## src/rtl/mstat_pkg.sv

```systemverilog
package mstat_pkg;
  localparam int DATA_W   = 32;
  localparam int ADDR_W   = 3;
  localparam int CLIENT_W = 6;
  localparam int NUM_CH   = 2;

  localparam logic [ADDR_W-1:0] ADDR_CMD   = 3'd0;
  localparam logic [ADDR_W-1:0] ADDR_LIMIT = 3'd1;
  localparam logic [ADDR_W-1:0] ADDR_CLK   = 3'd2;
  localparam logic [ADDR_W-1:0] ADDR_CTL0  = 3'd3;
  localparam logic [ADDR_W-1:0] ADDR_CNT0  = 3'd5;

  localparam logic [DATA_W-1:0] CTL_MASK = 32'h37FF_3F00;

  typedef enum logic [1:0] {
    CMD_RESET   = 2'd0,
    CMD_CLEAR   = 2'd1,
    CMD_DISABLE = 2'd2,
    CMD_ENABLE  = 2'd3
  } cmd_e;

  typedef struct packed {
    logic [1:0]          flt_mode;
    logic                client_en;
    logic [1:0]          flag_sel;
    logic [7:0]          ev_sel;
    logic [CLIENT_W-1:0] client;
  } chan_cfg_t;

  typedef struct packed {
    logic                valid;
    logic [CLIENT_W-1:0] client;
    logic                write;
    logic                hp;
    logic                tmo;
    logic                bw;
    logic                page_miss;
    logic                auto_pre;
    logic                bank_a;
    logic                bank_b;
  } grant_t;

  function automatic chan_cfg_t decode_cfg(input logic [DATA_W-1:0] w);
    chan_cfg_t c;
    c.client    = w[13:8];
    c.ev_sel    = w[23:16];
    c.flag_sel  = w[25:24];
    c.client_en = w[26];
    c.flt_mode  = w[29:28];
    return c;
  endfunction
endpackage

```

## src/rtl/mstat_history.sv

```systemverilog
module mstat_history
  import mstat_pkg::*;
(
  input  logic                clk,
  input  logic                rst,
  input  logic                en,
  input  logic                clr,
  input  logic                gnt_valid,
  input  logic [CLIENT_W-1:0] gnt_client,
  input  logic                gnt_write,
  output logic                succ,
  output logic                dir_chg
);
  logic                prev_valid;
  logic [CLIENT_W-1:0] prev_client;
  logic                prev_write;

  always_ff @(posedge clk) begin
    if (rst || clr) begin
      prev_valid  <= 1'b0;
      prev_client <= '0;
      prev_write  <= 1'b0;
    end else if (en && gnt_valid) begin
      prev_valid  <= 1'b1;
      prev_client <= gnt_client;
      prev_write  <= gnt_write;
    end
  end

  assign succ    = gnt_valid && prev_valid && (gnt_client == prev_client);
  assign dir_chg = gnt_valid && prev_valid && (gnt_write != prev_write);

  AST_HIST_FROZEN: assert property (@(posedge clk) disable iff (rst)
    (!en && !clr) |=> ($stable(prev_valid) && $stable(prev_client) && $stable(prev_write)));
  AST_HIST_CLEAR: assert property (@(posedge clk) disable iff (rst)
    clr |=> !prev_valid);
endmodule

```

## src/rtl/mstat_channel.sv

```systemverilog
module mstat_channel
  import mstat_pkg::*;
#(
  parameter int CNT_W = 32
) (
  input  logic             clk,
  input  logic             rst,
  input  logic             en,
  input  logic             clr,
  input  chan_cfg_t        cfg,
  input  grant_t           gnt,
  input  logic             succ,
  input  logic             dir_chg,
  output logic [CNT_W-1:0] count
);
  logic ev_hit, flag, flag_ok, client_ok, hit;

  always_comb begin
    unique case (cfg.ev_sel)
      8'd0:    ev_hit = gnt.valid;
      8'd1:    ev_hit = gnt.valid && !gnt.write;
      8'd2:    ev_hit = gnt.valid && gnt.write;
      8'd3:    ev_hit = dir_chg;
      8'd4:    ev_hit = succ;
      8'd5:    ev_hit = gnt.valid && gnt.bank_a;
      8'd6:    ev_hit = gnt.valid && gnt.bank_b;
      8'd7:    ev_hit = gnt.valid && gnt.page_miss;
      8'd8:    ev_hit = gnt.valid && gnt.auto_pre;
      default: ev_hit = 1'b0;
    endcase
    unique case (cfg.flag_sel)
      2'd0:    flag = gnt.hp;
      2'd1:    flag = gnt.tmo;
      2'd2:    flag = gnt.bw;
      default: flag = 1'b0;
    endcase
    unique case (cfg.flt_mode)
      2'd1:    flag_ok = !flag;
      2'd2:    flag_ok = flag;
      default: flag_ok = 1'b1;
    endcase
    client_ok = !cfg.client_en || (gnt.client == cfg.client);
    hit       = en && ev_hit && flag_ok && client_ok;
  end

  always_ff @(posedge clk) begin
    if (rst || clr)
      count <= '0;
    else if (hit && (count != '1))
      count <= count + 1'b1;
  end

  AST_CNT_CLEAR: assert property (@(posedge clk) disable iff (rst)
    clr |=> (count == '0));
  AST_CNT_SAT: assert property (@(posedge clk) disable iff (rst)
    ((count == '1) && !clr) |=> (count == '1));
  AST_CNT_HOLD: assert property (@(posedge clk) disable iff (rst)
    (!en && !clr) |=> $stable(count));
  AST_CNT_STEP: assert property (@(posedge clk) disable iff (rst)
    !clr |=> ((count == $past(count)) || (count == $past(count) + 1'b1)));
  AST_CNT_NO_GRANT: assert property (@(posedge clk) disable iff (rst)
    (!gnt.valid && !clr) |=> $stable(count));
endmodule

```

## src/rtl/mstat_clock_counter.sv

```systemverilog
module mstat_clock_counter #(
  parameter int CNT_W = 32
) (
  input  logic             clk,
  input  logic             rst,
  input  logic             en,
  input  logic             clr,
  input  logic [CNT_W-1:0] limit,
  output logic [CNT_W-1:0] count
);
  always_ff @(posedge clk) begin
    if (rst || clr)
      count <= '0;
    else if (en && (count < limit))
      count <= count + 1'b1;
  end

  AST_CLK_STOP: assert property (@(posedge clk) disable iff (rst)
    (en && !clr && (count >= limit)) |=> $stable(count));
  AST_CLK_HOLD: assert property (@(posedge clk) disable iff (rst)
    (!en && !clr) |=> $stable(count));
endmodule

```

## src/rtl/mem_stat_gatherer.sv

```systemverilog
module mem_stat_gatherer
  import mstat_pkg::*;
#(
  parameter int CNT_W = 32
) (
  input  logic                clk,
  input  logic                rst,
  input  logic                reg_we,
  input  logic [ADDR_W-1:0]   reg_addr,
  input  logic [DATA_W-1:0]   reg_wdata,
  output logic [DATA_W-1:0]   reg_rdata,
  input  logic                gnt_valid,
  input  logic [CLIENT_W-1:0] gnt_client,
  input  logic                gnt_write,
  input  logic                gnt_hp,
  input  logic                gnt_tmo,
  input  logic                gnt_bw,
  input  logic                gnt_page_miss,
  input  logic                gnt_auto_pre,
  input  logic                gnt_bank_a,
  input  logic                gnt_bank_b
);
  logic             en_q;
  logic [CNT_W-1:0] limit_q;
  logic [CNT_W-1:0] clk_cnt;
  logic             cmd_wr, clr;
  cmd_e             cmd;
  grant_t           gnt;
  logic             succ, dir_chg;
  logic [DATA_W-1:0] ctl_word [NUM_CH];
  logic [CNT_W-1:0]  ev_cnt   [NUM_CH];
  logic [DATA_W-1:0] rd_mux;

  assign gnt = '{valid: gnt_valid, client: gnt_client, write: gnt_write,
                 hp: gnt_hp, tmo: gnt_tmo, bw: gnt_bw,
                 page_miss: gnt_page_miss, auto_pre: gnt_auto_pre,
                 bank_a: gnt_bank_a, bank_b: gnt_bank_b};

  assign cmd_wr = reg_we && (reg_addr == ADDR_CMD);
  assign cmd    = cmd_e'(reg_wdata[9:8]);
  assign clr    = cmd_wr && ((cmd == CMD_RESET) || (cmd == CMD_CLEAR));

  always_ff @(posedge clk) begin
    if (rst) begin
      en_q    <= 1'b0;
      limit_q <= '1;
    end else begin
      if (cmd_wr) begin
        unique case (cmd)
          CMD_ENABLE: en_q <= 1'b1;
          CMD_CLEAR:  en_q <= en_q;
          default:    en_q <= 1'b0;
        endcase
      end
      if (reg_we && (reg_addr == ADDR_LIMIT))
        limit_q <= reg_wdata[CNT_W-1:0];
    end
  end

  mstat_history u_hist (
    .clk(clk), .rst(rst), .en(en_q), .clr(clr),
    .gnt_valid(gnt_valid), .gnt_client(gnt_client), .gnt_write(gnt_write),
    .succ(succ), .dir_chg(dir_chg)
  );

  mstat_clock_counter #(.CNT_W(CNT_W)) u_clk (
    .clk(clk), .rst(rst), .en(en_q), .clr(clr), .limit(limit_q), .count(clk_cnt)
  );

  for (genvar i = 0; i < NUM_CH; i++) begin : g_ch
    localparam logic [ADDR_W-1:0] MY_CTL = ADDR_CTL0 + ADDR_W'(i);
    logic [DATA_W-1:0] ctl_q;

    always_ff @(posedge clk) begin
      if (rst)
        ctl_q <= '0;
      else if (reg_we && (reg_addr == MY_CTL))
        ctl_q <= reg_wdata & CTL_MASK;
    end
    assign ctl_word[i] = ctl_q;

    mstat_channel #(.CNT_W(CNT_W)) u_chan (
      .clk(clk), .rst(rst), .en(en_q), .clr(clr),
      .cfg(decode_cfg(ctl_q)), .gnt(gnt), .succ(succ), .dir_chg(dir_chg),
      .count(ev_cnt[i])
    );
  end

  always_comb begin
    rd_mux = '0;
    unique case (reg_addr)
      ADDR_CMD:   rd_mux = {22'd0, 1'b1, en_q, 8'd0};
      ADDR_LIMIT: rd_mux = DATA_W'(limit_q);
      ADDR_CLK:   rd_mux = DATA_W'(clk_cnt);
      default:    rd_mux = '0;
    endcase
    for (int i = 0; i < NUM_CH; i++) begin
      if (reg_addr == ADDR_CTL0 + ADDR_W'(i)) rd_mux = ctl_word[i];
      if (reg_addr == ADDR_CNT0 + ADDR_W'(i)) rd_mux = DATA_W'(ev_cnt[i]);
    end
  end

  always_ff @(posedge clk) begin
    if (rst) reg_rdata <= '0;
    else     reg_rdata <= rd_mux;
  end

  AST_ENABLE_CMD: assert property (@(posedge clk) disable iff (rst)
    (cmd_wr && (cmd == CMD_ENABLE)) |=> en_q);
  AST_DISABLE_CMD: assert property (@(posedge clk) disable iff (rst)
    (cmd_wr && ((cmd == CMD_DISABLE) || (cmd == CMD_RESET))) |=> !en_q);
  AST_LIMIT_KEEP: assert property (@(posedge clk) disable iff (rst)
    !(reg_we && (reg_addr == ADDR_LIMIT)) |=> $stable(limit_q));
endmodule

```

## config.mk

```make
export PLATFORM = sky130hd
export DESIGN_NAME = mem_stat_gatherer
export DESIGN_NICKNAME = d
export VERILOG_FILES = /design/src/rtl/mstat_pkg.sv /design/src/rtl/mstat_history.sv /design/src/rtl/mstat_channel.sv /design/src/rtl/mstat_clock_counter.sv /design/src/rtl/mem_stat_gatherer.sv
export SDC_FILE = /design/constraint.sdc
export NUM_CORES = 1
export LEC_CHECK = 0
export BUFFER_PORTS_ARGS = -buffer_cell sky130_fd_sc_hd__buf_4
export CORE_MARGIN = 1.5
export CORE_UTILIZATION = 55
export DETAILED_ROUTE_END_ITERATION = 16
export GPL_TIMING_DRIVEN = 0
export PLACE_DENSITY = 0.74
export SYNTH_ARGS = -nofsm -noshare
export SYNTH_HDL_FRONTEND = slang
export SYNTH_SLANG_ARGS = --single-unit
```

## constraint.sdc

```tcl
create_clock -name clk -period 3.2 [get_ports clk]
set_input_delay 0.48 -clock clk [delete_from_list [all_inputs] [get_ports clk]]
set_output_delay 0.48 -clock clk [all_outputs]
set_load 0.005 [all_outputs]
```

==> impl_metrics.csv, run 1 <==
group,metric,value,unit
outcome,status,"complete, no violations",
final_layout,final_cell_area,0.0127,mm^2
final_layout,n_antenna_cell,0,
route,drt-total-wl,37300,um
sta,setup_viol,0,
critical_path,cp_slowest_cell,"or4_1",
final_layout,mostFrequentLayoutCells,"207 x dfxtp_1, 166 x nand2_1, 139 x a21oi_1, 120 x nor2_1, 84 x clkbuf_1",
power_and_ir_drop,power_frac_seq,45.8,%
clock_tree,h-tree-depth,1,
grt,antenna_found_initial,1,
clock_tree,cts_setup_buffers,0,
job,cap_violations,0,
final_layout,drive_above_1_share,9.73,%
clock_tree,clk_latency,0.53,ns
sta,skew,0.0167,ns
final_layout,area_delta_synth_final,15.5,%
logic_synthesis,yosys.area.top_type,"dfxtp_1",
place,place_ws,-0.602,ns
logic_synthesis,yosysSeqAreaShare,37.7,%
power_and_ir_drop,power,5.78,mW
sta,finalCritPeriodShare,96.4,%
power_and_ir_drop,p_int,4.38,mW
sta,worstMarginPinSlew,0.896,ns
sta,period_minus_slack,3.09,ns
grt,grt_pass1_vias,9964,
route,drc,0,
grt,grt.overflow.total,0,
logic_synthesis,yosys_warnings,0,
final_layout,final_cells,1766,
route,ant_nets,0,
logic_synthesis,synth_ff_type,"dfxtp_1",
logic_synthesis,synth_edf_count,0,
logic_synthesis,synth_nets,1471,
critical_path,crit_arrival,3.48,ns
critical_path,cp-end-kind,"flop",
critical_path,cpPeakStageDelay,0.57,ns
clock_tree,clk_pin_slew_worst_paths,0.06,ns
power_and_ir_drop,power_leakage,4.88,nW
clock_tree,clockRootBuffer,"clkbuf_16",
power_and_ir_drop,pwr-share-clk,46.2,%
sta,slew_headroom,40.3,%
grt,grt_max_degree,12,
grt,grt_pass1_wl,56900,um
route,avgViaCountPerCell,6.36,
logic_synthesis,synth_area_leaders,"dfxtp_1 38%, a21oi_1 6.3%, nand2_1 5.7%, ha_1 4.3%, nor2_1 4.1%",
sta,max_freq,324,MHz
place,gp_congestion,0.986,
place,port_buffers,81,
power_and_ir_drop,p_per_area,455,mW/mm^2
floorplanning,core,0.0195,mm^2
floorplanning,pin_count,85,
logic_synthesis,syn_area,0.0110,mm^2
floorplanning,dieArea,0.0209,mm^2
power_and_ir_drop,p_sw,1.40,mW
logic_synthesis,yosys.cell_types.count,60,
route,drt_first_iter_violations,1090,
floorplanning,die_x,144,um
final_layout,n_fill_cell,1802,
route,vias,11236,
place,dpl_cell_area,0.0119,mm^2
grt,grtUsageTotal,36.0,%
final_layout,final_nets,1578,
clock_tree,cts_tree,"done",
sta,finalSetupTns,0,ns
logic_synthesis,avgSynthCellArea,7.97,um^2
final_layout,layout.cells.most_common,"dfxtp_1",
logic_synthesis,yosys.area.top_type_share,37.7,%
critical_path,worstPathCellList,"ha_1 > nand4_1 > or4_1 > o32ai_2 > o211ai_1 > nand2_1 > buf_2 > mux2i_1 > nor2_1",
route,first_pass_iters,6,
critical_path,crit_fanout,10,
floorplanning,start_util,56.4,%
logic_synthesis,ys_seq_elements,207,
critical_path,reg2reg_slack,0.11,ns
sta,drv_slew,0,
sta,setup_ws,0.115,ns
floorplanning,die_h,144,um
power_and_ir_drop,combPwrFrac,7.9,%
place,dp_cells,1726,
place,hpwl,28200,um
critical_path,worstPathRequired,3.60,ns
critical_path,critPathLaunchType,"flop",
floorplanning,std_cell_rows,51,
sta,finalHoldViolations,0,
clock_tree,cts.path.max_buffers,3,
hold_path,hold_class,"in2reg",
clock_tree,cts_buffers,24,
power_and_ir_drop,swShare,24.2,%
logic_synthesis,ys_async_sr_fraction,0,%
logic_synthesis,synth_cells,1380,
clock_tree,clock_sinks,207,
critical_path,worstSetupPathType,"reg2reg",
power_and_ir_drop,peakVddDrop,497,uV
sta,rsz0062_at_grt,"false",
route,routedWlPerCell,21.1,um
-- repair_timing --
item | 4_1_cts | 5_1_grt
hold buffers | 0 | 0
endpoints found under the setup margin | 21 | 25
gates resized for setup | 3 | 6
-- kinds of logic after synthesis --
kind of cell / synth area share (%)
AND/OR/NAND/NOR: 25.2
AO/OA/AOI/OAI: 22.3
flip-flops: 37.7
buffers and inverters: 5.51
adder cells (fa/ha/maj): 4.32
multiplexers: 2.93
XOR/XNOR: 2.07
-- cell type report --
class	count	area [um^2]	area share, %
Multi-Input combinational cell	1022	6260	49.3
Sequential cell	207	4140	32.6
Clock buffer	38	714	5.62
Timing Repair Buffer	81	608	4.79
Buffer	101	425	3.35
Tap cell	265	332	2.61
Inverter	50	188	1.48
Clock inverter	2	35.0	0.276
-- final timing paths --
check	start	to	cells after the start
worst max-delay path	u_clk.count[13]	u_clk.count[1]	9
worst min register to register	u_hist.prev_client[5]	u_hist.prev_client[5]	2
worst max register to register	u_clk.count[13]	u_clk.count[1]	9
worst min-delay path	reg_wdata[5]	limit_q[5]	2
-- power by group through the flow --
stage / logic [mW] / clock network [mW] / registers, mW
6_report: 0.459 / 2.67 / 2.65
5_1_grt: 0.491 / 2.80 / 2.65
4_1_cts: 0.446 / 2.69 / 2.65
3_5_place_dp: 0.444 / 0 / 2.70
3_3_place_gp: 0.440 / 0 / 2.70
2_1_floorplan: 0.240 / 0 / 2.70
-- state kept, by name (all words and copies together), names as in the netlist --
signal and count:
g_ch.ctl_q 38, u_clk.count 32, u_hist.prev_client 6, en_q 1, g_ch.u_chan.count 64, u_hist.prev_write 1, limit_q 32, reg_rdata 32
u_hist.prev_valid 1
-- metal layers --
layer  GRT usage (%)  share of wire, %
met1            47.3                42
met4            14.6               4.5
met5               0                 0
met3            6.32               8.9
met2            58.5                45
-- critical path: cells and delay by family (launching register included) --
kind	cells	cell delay [ns]
AOI/OAI and AO/OA	2	0.66
DFF	1	0.39
muxes	1	0.22
adders and majority gates	1	0.33
and+or+nand+nor	4	1.06
buffers and inverters	1	0.31
-- per-stage QoR --
| step | util [%] | hold WS [ns] |
|---|---|---|
| 6_report | 65.1 | 0.154 |
| 5_1_grt | 65.1 | 0.155 |
| 4_1_cts | 65.1 | 0.151 |
| 3_5_place_dp | 61.2 | 0.462 |
| 3_3_place_gp | 61.2 | 0.456 |
| 2_1_floorplan | - | 0.448 |
-- Yosys cell counts (3+ instances only) --
master and instances:
a211o_1 31, a211oi_1 18, a21o_1 6, a21oi_1 139, a221o_1 3, a221oi_1 33
a22oi_1 13, a31o_2 6, a31oi_1 5, a41o_1 5, and2_1 8, and3_1 20
and3b_1 6, and4_1 14, buf_1 9, buf_2 8, buf_6 4, clkbuf_1 80
dfxtp_1 207, ha_1 38, inv_1 50, mux2i_1 30, nand2_1 166, nand2b_1 4
nand3_1 51, nand3b_1 9, nand4_1 46, nor2_1 120, nor2b_1 6, nor3_1 10
nor4_1 10, o211ai_1 13, o21a_1 6, o21ai_0 60, o31ai_1 22, or2_2 3
or3_1 38, or4_1 31, xnor2_1 12, xor2_1 14
No activity file was read; power rests on OpenSTA's default activity.
==> run 2: changes to the inputs <==
--- a/config.mk
+++ b/config.mk
@@ -5,12 +5,12 @@
 export SDC_FILE = /design/constraint.sdc
 export NUM_CORES = 1
 export LEC_CHECK = 0
-export BUFFER_PORTS_ARGS = -buffer_cell sky130_fd_sc_hd__buf_4
 export CORE_MARGIN = 1.5
 export CORE_UTILIZATION = 55
 export DETAILED_ROUTE_END_ITERATION = 16
+export DONT_BUFFER_PORTS = 1
 export GPL_TIMING_DRIVEN = 0
-export PLACE_DENSITY = 0.74
+export PLACE_DENSITY = 0.7
 export SYNTH_ARGS = -nofsm -noshare
 export SYNTH_HDL_FRONTEND = slang
 export SYNTH_SLANG_ARGS = --single-unit
==> impl_metrics.csv, run 2 (synthesized netlist as in run 1, its figures left out) <==
group,metric,value,unit
sta,finalSetupTns,0,ns
floorplanning,dieArea,0.0209,mm^2
route,avgViaCountPerCell,6.43,
route,drc,0,
sta,finalHoldViolations,0,
final_layout,final_cell_area,0.0122,mm^2
power_and_ir_drop,pwr-share-clk,48.8,%
clock_tree,clk_pin_slew_worst_paths,0.06,ns
sta,setup_viol,0,
power_and_ir_drop,peakVddDrop,421,uV
power_and_ir_drop,power_leakage,4.51,nW
grt,grt_pass1_wl,55600,um
place,gp_congestion,0.945,
critical_path,crit_fanout,10,
route,routedWlPerCell,21.7,um
power_and_ir_drop,power_frac_seq,45.1,%
grt,grt_pass1_vias,9793,
grt,grt_max_degree,15,
sta,worstMarginPinSlew,0.948,ns
power_and_ir_drop,swShare,23.4,%
sta,skew,0.0157,ns
critical_path,crit_arrival,3.44,ns
power_and_ir_drop,p_sw,1.38,mW
floorplanning,core,0.0195,mm^2
final_layout,area_delta_synth_final,10.8,%
route,vias,10858,
clock_tree,cts_tree,"done",
clock_tree,cts_buffers,23,
final_layout,top_regs,"g_ch.u_chan.count: 64 flops, g_ch.ctl_q: 38 flops",
place,dpl_cell_area,0.0113,mm^2
critical_path,worstSetupPathType,"reg2reg",
clock_tree,clk_latency,0.53,ns
floorplanning,start_util,56.4,%
final_layout,final_cells,1688,
clock_tree,clock_sinks,207,
sta,slew_headroom,36.8,%
grt,grtUsageTotal,35.2,%
outcome,status,"complete, no violations",
final_layout,final_nets,1496,
power_and_ir_drop,p_int,4.50,mW
sta,holdWs,0.0679,ns
job,cap_violations,0,
place,dp_cells,1645,
sta,finalCritPeriodShare,95.1,%
critical_path,cp-end-kind,"flop",
grt,antenna_found_initial,1,
final_layout,mostFrequentLayoutCells,"206 x dfxtp_1, 166 x nand2_1, 139 x a21oi_1, 120 x nor2_1, 81 x clkbuf_1",
critical_path,cp_slowest_cell,"or4_1",
route,drt_first_iter_violations,1062,
power_and_ir_drop,combPwrFrac,6.1,%
sta,period_minus_slack,3.04,ns
clock_tree,cts_setup_buffers,0,
final_layout,largest_reg_flops,64,
route,drt-total-wl,36700,um
final_layout,layout.cells.most_common,"dfxtp_1",
place,port_buffers,0,
final_layout,largest-register,"g_ch.u_chan.count",
clock_tree,h-tree-depth,1,
route,ant_nets,0,
sta,max_freq,329,MHz
critical_path,critPathLaunchType,"flop",
critical_path,worstPathCellList,"ha_1 > nand4_1 > or4_1 > o32ai_4 > o211ai_1 > nand2_1 > buf_2 > xor2_1 > nor2_1",
route,first_pass_iters,6,
floorplanning,std_cell_rows,51,
place,hpwl,27800,um
power_and_ir_drop,p_per_area,482,mW/mm^2
floorplanning,die_h,144,um
clock_tree,clockRootBuffer,"clkbuf_16",
final_layout,final_core_util,62.4,%
final_layout,drive_above_1_share,5.06,%
hold_path,hold_class,"in2reg",
floorplanning,pin_count,85,
clock_tree,cts.path.max_buffers,3,
grt,grt.overflow.total,0,
critical_path,worstPathRequired,3.60,ns
sta,drv_slew,0,
critical_path,cpPeakStageDelay,0.62,ns
floorplanning,die_x,144,um
final_layout,n_fill_cell,1798,
run 2: changes by cell type in the layout (fill, tap and decap cells not counted), moves of 2 or more:
cell / delta
bufinv_16: +3
clkbuf_1: -3
clkinv_4: +2
clkbuf_2: -2
buf_4: -81
clkbuf_16: -2
run 2: path summary, 6_finish.rpt:
path	start	end	slack [ns]	cells past startpoint
setup / recovery	u_clk.count[13]	u_clk.count[0]	0.16	9
hold / removal	reg_wdata[18]	limit_q[18]	0.07	1
setup reg to reg	u_clk.count[13]	u_clk.count[0]	0.16	9
hold reg to reg	u_hist.prev_client[5]	u_hist.prev_client[5]	0.47	2
run 2: power groups by stage:
stage | clock [mW] | sequential (mW) | combinational, mW
after floorplan | 0 | 2.70 | 0.240
after global placement | 0 | 2.71 | 0.340
after detailed placement | 0 | 2.71 | 0.343
after CTS | 2.88 | 2.65 | 0.346
after global routing | 2.97 | 2.65 | 0.386
final | 2.86 | 2.65 | 0.357
run 2: per-layer routing:
| metal | part of all wire (%) | vias up | GRT usage, % |
|---|---|---|---|
| li1 | - | 5123 | - |
| met1 | 41 | 5083 | 46.0 |
| met2 | 45 | 540 | 56.8 |
| met3 | 9.4 | 112 | 7.28 |
| met4 | 4.7 | 0 | 14.0 |
| met5 | 0 | - | 0 |
run 2: worst max-delay path, delay by kind of cell, from the launching register on:
family	cells	cell delay [ns]
DFF	1	0.39
xor gates and xnor gates	1	0.21
AOI/OAI and AO/OA	2	0.59
and+or+nand+nor	4	1.11
adders and majority gates	1	0.33
buffers and inverters	1	0.30
run 2: timing repair:
| action | 4_1_cts | 5_1_grt |
|---|---|---|
| endpoints found under the setup margin | 13 | 27 |
| gates resized for setup | 2 | 11 |
| hold buffers | 0 | 0 |
| cloned | 0 | 0 |
run 2: metrics by stage:
step                      setup slack [ns]  total power, mW
after CTS                           0.0369             5.87
after global routing              -0.00440             6.01
after detailed placement            -0.416             3.05
after global placement              -0.430             3.05
after floorplan                      0.619             2.94
final                                0.156             5.87
run 2: area by class of cell:
cell class              count  area (um^2)  share of cell area (%)
multi-input cells        1022         6280                    51.5
flip-flops and latches    207         4150                    34.0
clock buffers              33          663                    5.44
plain buffers             101          424                    3.48
well taps                 265          332                    2.72
inverters                  50          188                    1.54
clock inverters             9          159                    1.30
diodes                      1         2.50                  0.0205
==> run 3: changes to the inputs <==
--- a/config.mk
+++ b/config.mk
@@ -5,7 +5,7 @@
 export SDC_FILE = /design/constraint.sdc
 export NUM_CORES = 1
 export LEC_CHECK = 0
-export CORE_MARGIN = 1.5
+export CORE_MARGIN = 1
 export CORE_UTILIZATION = 55
 export DETAILED_ROUTE_END_ITERATION = 16
 export DONT_BUFFER_PORTS = 1
==> impl_metrics.csv, run 3 (synthesized netlist as in run 1, its figures left out) <==
group,metric,value,unit
clock_tree,cts.path.max_buffers,3,
sta,setup_viol,0,
route,drt_first_iter_violations,1173,
grt,grtUsageTotal,36.0,%
sta,drv_slew,0,
sta,max_freq,330,MHz
final_layout,regArea,0.00414,mm^2
critical_path,crit_fanout,10,
sta,finalHoldViolations,0,
sta,slew_headroom,38.5,%
final_layout,layout.cells.most_common,"dfxtp_1",
sta,period_minus_slack,3.03,ns
grt,grt_max_degree,13,
floorplanning,std_cell_rows,51,
power_and_ir_drop,power,5.77,mW
sta,rsz0062_at_grt,"false",
outcome,status,"complete, no violations",
final_layout,area_delta_synth_final,10.3,%
power_and_ir_drop,peakVddDrop,425,uV
clock_tree,clk_pin_slew_worst_paths,0.06,ns
floorplanning,die_h,143,um
grt,grt_pass1_wl,56200,um
grt,grt_pass1_vias,9861,
route,vias,10915,
critical_path,crit_arrival,3.48,ns
critical_path,worstPathRequired,3.65,ns
final_layout,mostFrequentLayoutCells,"207 x dfxtp_1, 165 x nand2_1, 139 x a21oi_1, 120 x nor2_1, 82 x clkbuf_1",
route,dr.max_layer_used,"met4",
power_and_ir_drop,power_leakage,4.50,nW
route,avgViaCountPerCell,6.47,
floorplanning,die_x,143,um
place,port_buffers,0,
final_layout,top_regs,"g_ch.u_chan.count: 64 flops, g_ch.ctl_q: 38 flops",
route,drc,0,
route,drt-total-wl,36900,um
route,routedLengthMet1,15300,um
route,first_pass_iters,5,
critical_path,worstSetupPathType,"reg2reg",
sta,holdWs,0.0686,ns
sta,skew,0.0119,ns
floorplanning,start_util,56.4,%
final_layout,n_fill_cell,1845,
floorplanning,dieArea,0.0206,mm^2
job,cap_violations,0,
critical_path,critPathLaunchType,"flop",
final_layout,largest-register,"g_ch.u_chan.count",
critical_path,cp_slowest_cell,"dfxtp_1",
sta,worstMarginPinSlew,0.923,ns
route,ant_nets,0,
grt,grt.overflow.total,0,
route,routedWlPerCell,21.9,um
critical_path,cp-end-kind,"flop",
critical_path,cpPeakStageDelay,0.49,ns
clock_tree,h-tree-depth,1,
clock_tree,clk_latency,0.53,ns
place,gp_congestion,0.966,
clock_tree,clock_sinks,207,
grt,antenna_found_initial,1,
final_layout,final_nets,1497,
clock_tree,postCtsHoldBufs,0,
floorplanning,core,0.0195,mm^2
floorplanning,pin_count,85,
clock_tree,clockRootBuffer,"clkbuf_16",
route,wl_met2,16600,um
clock_tree,cts_buffers,24,
hold_path,hold_class,"in2reg",
critical_path,worstPathCellList,"ha_1 > a21o_1 > a221o_1 > a221oi_2 > o21a_1 > nand4_1 > clkbuf_2 > or3_1 > a21oi_1",
final_layout,largest_reg_flops,64,
place,hpwl,27600,um
route,wl_met3,3210,um
power_and_ir_drop,p_per_area,475,mW/mm^2
clock_tree,cts_setup_buffers,0,
final_layout,final_core_util,62.2,%
final_layout,multi_input_area,0.00627,mm^2
clock_tree,cts_tree,"done",
final_layout,drive_above_1_share,4.99,%
sta,finalSetupTns,0,ns
sta,finalCritPeriodShare,94.8,%
## run 3: changes by cell type in the layout (fill, tap and decap cells not counted), moves of 2 or more
cell,before,now
bufinv_16,4,2
buf_2,9,7
clkinv_4,2,0
clkbuf_8,5,2
clkbuf_16,23,25
clkinv_2,1,7
## run 3: cell type report
cell class              count  area share, %
diodes                      1         0.0206
clock buffers              32           5.54
multi-input cells        1022           51.7
clock inverters            10          0.856
well taps                 265           2.73
inverters                  50           1.55
plain buffers             101           3.51
flip-flops and latches    207           34.1
## run 3: per-stage QoR
stage	cell area [um^2]	cells	setup WS, ns
floorplan	11000	1380	0.619
global placement	11300	1645	-0.243
detailed placement	11300	1645	-0.192
CTS	12100	1687	0.0108
global route	12100	1687	0.0146
finish	12100	1688	0.166
## run 3: path summary, 6_finish.rpt
| check | from | endpoint | slack, ns | cells after the start |
|---|---|---|---|---|
| worst min-delay path | reg_wdata[11] | limit_q[11] | 0.07 | 1 |
| worst min register to register | u_hist.prev_client[3] | u_hist.prev_client[3] | 0.47 | 2 |
| worst max register to register | u_clk.count[25] | u_clk.count[27] | 0.17 | 9 |
| worst max-delay path | u_clk.count[25] | u_clk.count[27] | 0.17 | 9 |
## run 3: what timing repair did
action,in CTS,in global routing
endpoints found under the hold margin,0,0
endpoints found under the setup margin,11,26
gates resized for setup,2,6
## run 3: metal layers
metal	GRT usage, %	vias up
li1	-	5125
met1	46.9	5179
met2	58.1	506
met3	6.76	105
met4	15.6	0
met5	0	-
## run 3: where the power goes
part	internal, mW	switching [mW]
Combinational	0.108	0.249
Sequential	2.62	0.0300
Clock	1.63	1.13
Total	4.36	1.41
## run 3: critical path, delay by kind of cell (launching register included)
| kind | cells | cell delay [ns] |
|---|---|---|
| adder cells (fa/ha/maj) | 1 | 0.33 |
| buffers and inverters | 1 | 0.27 |
| AND/OR/NAND/NOR | 2 | 0.57 |
| flip-flops | 1 | 0.49 |
| AO/OA/AOI/OAI | 5 | 1.28 |
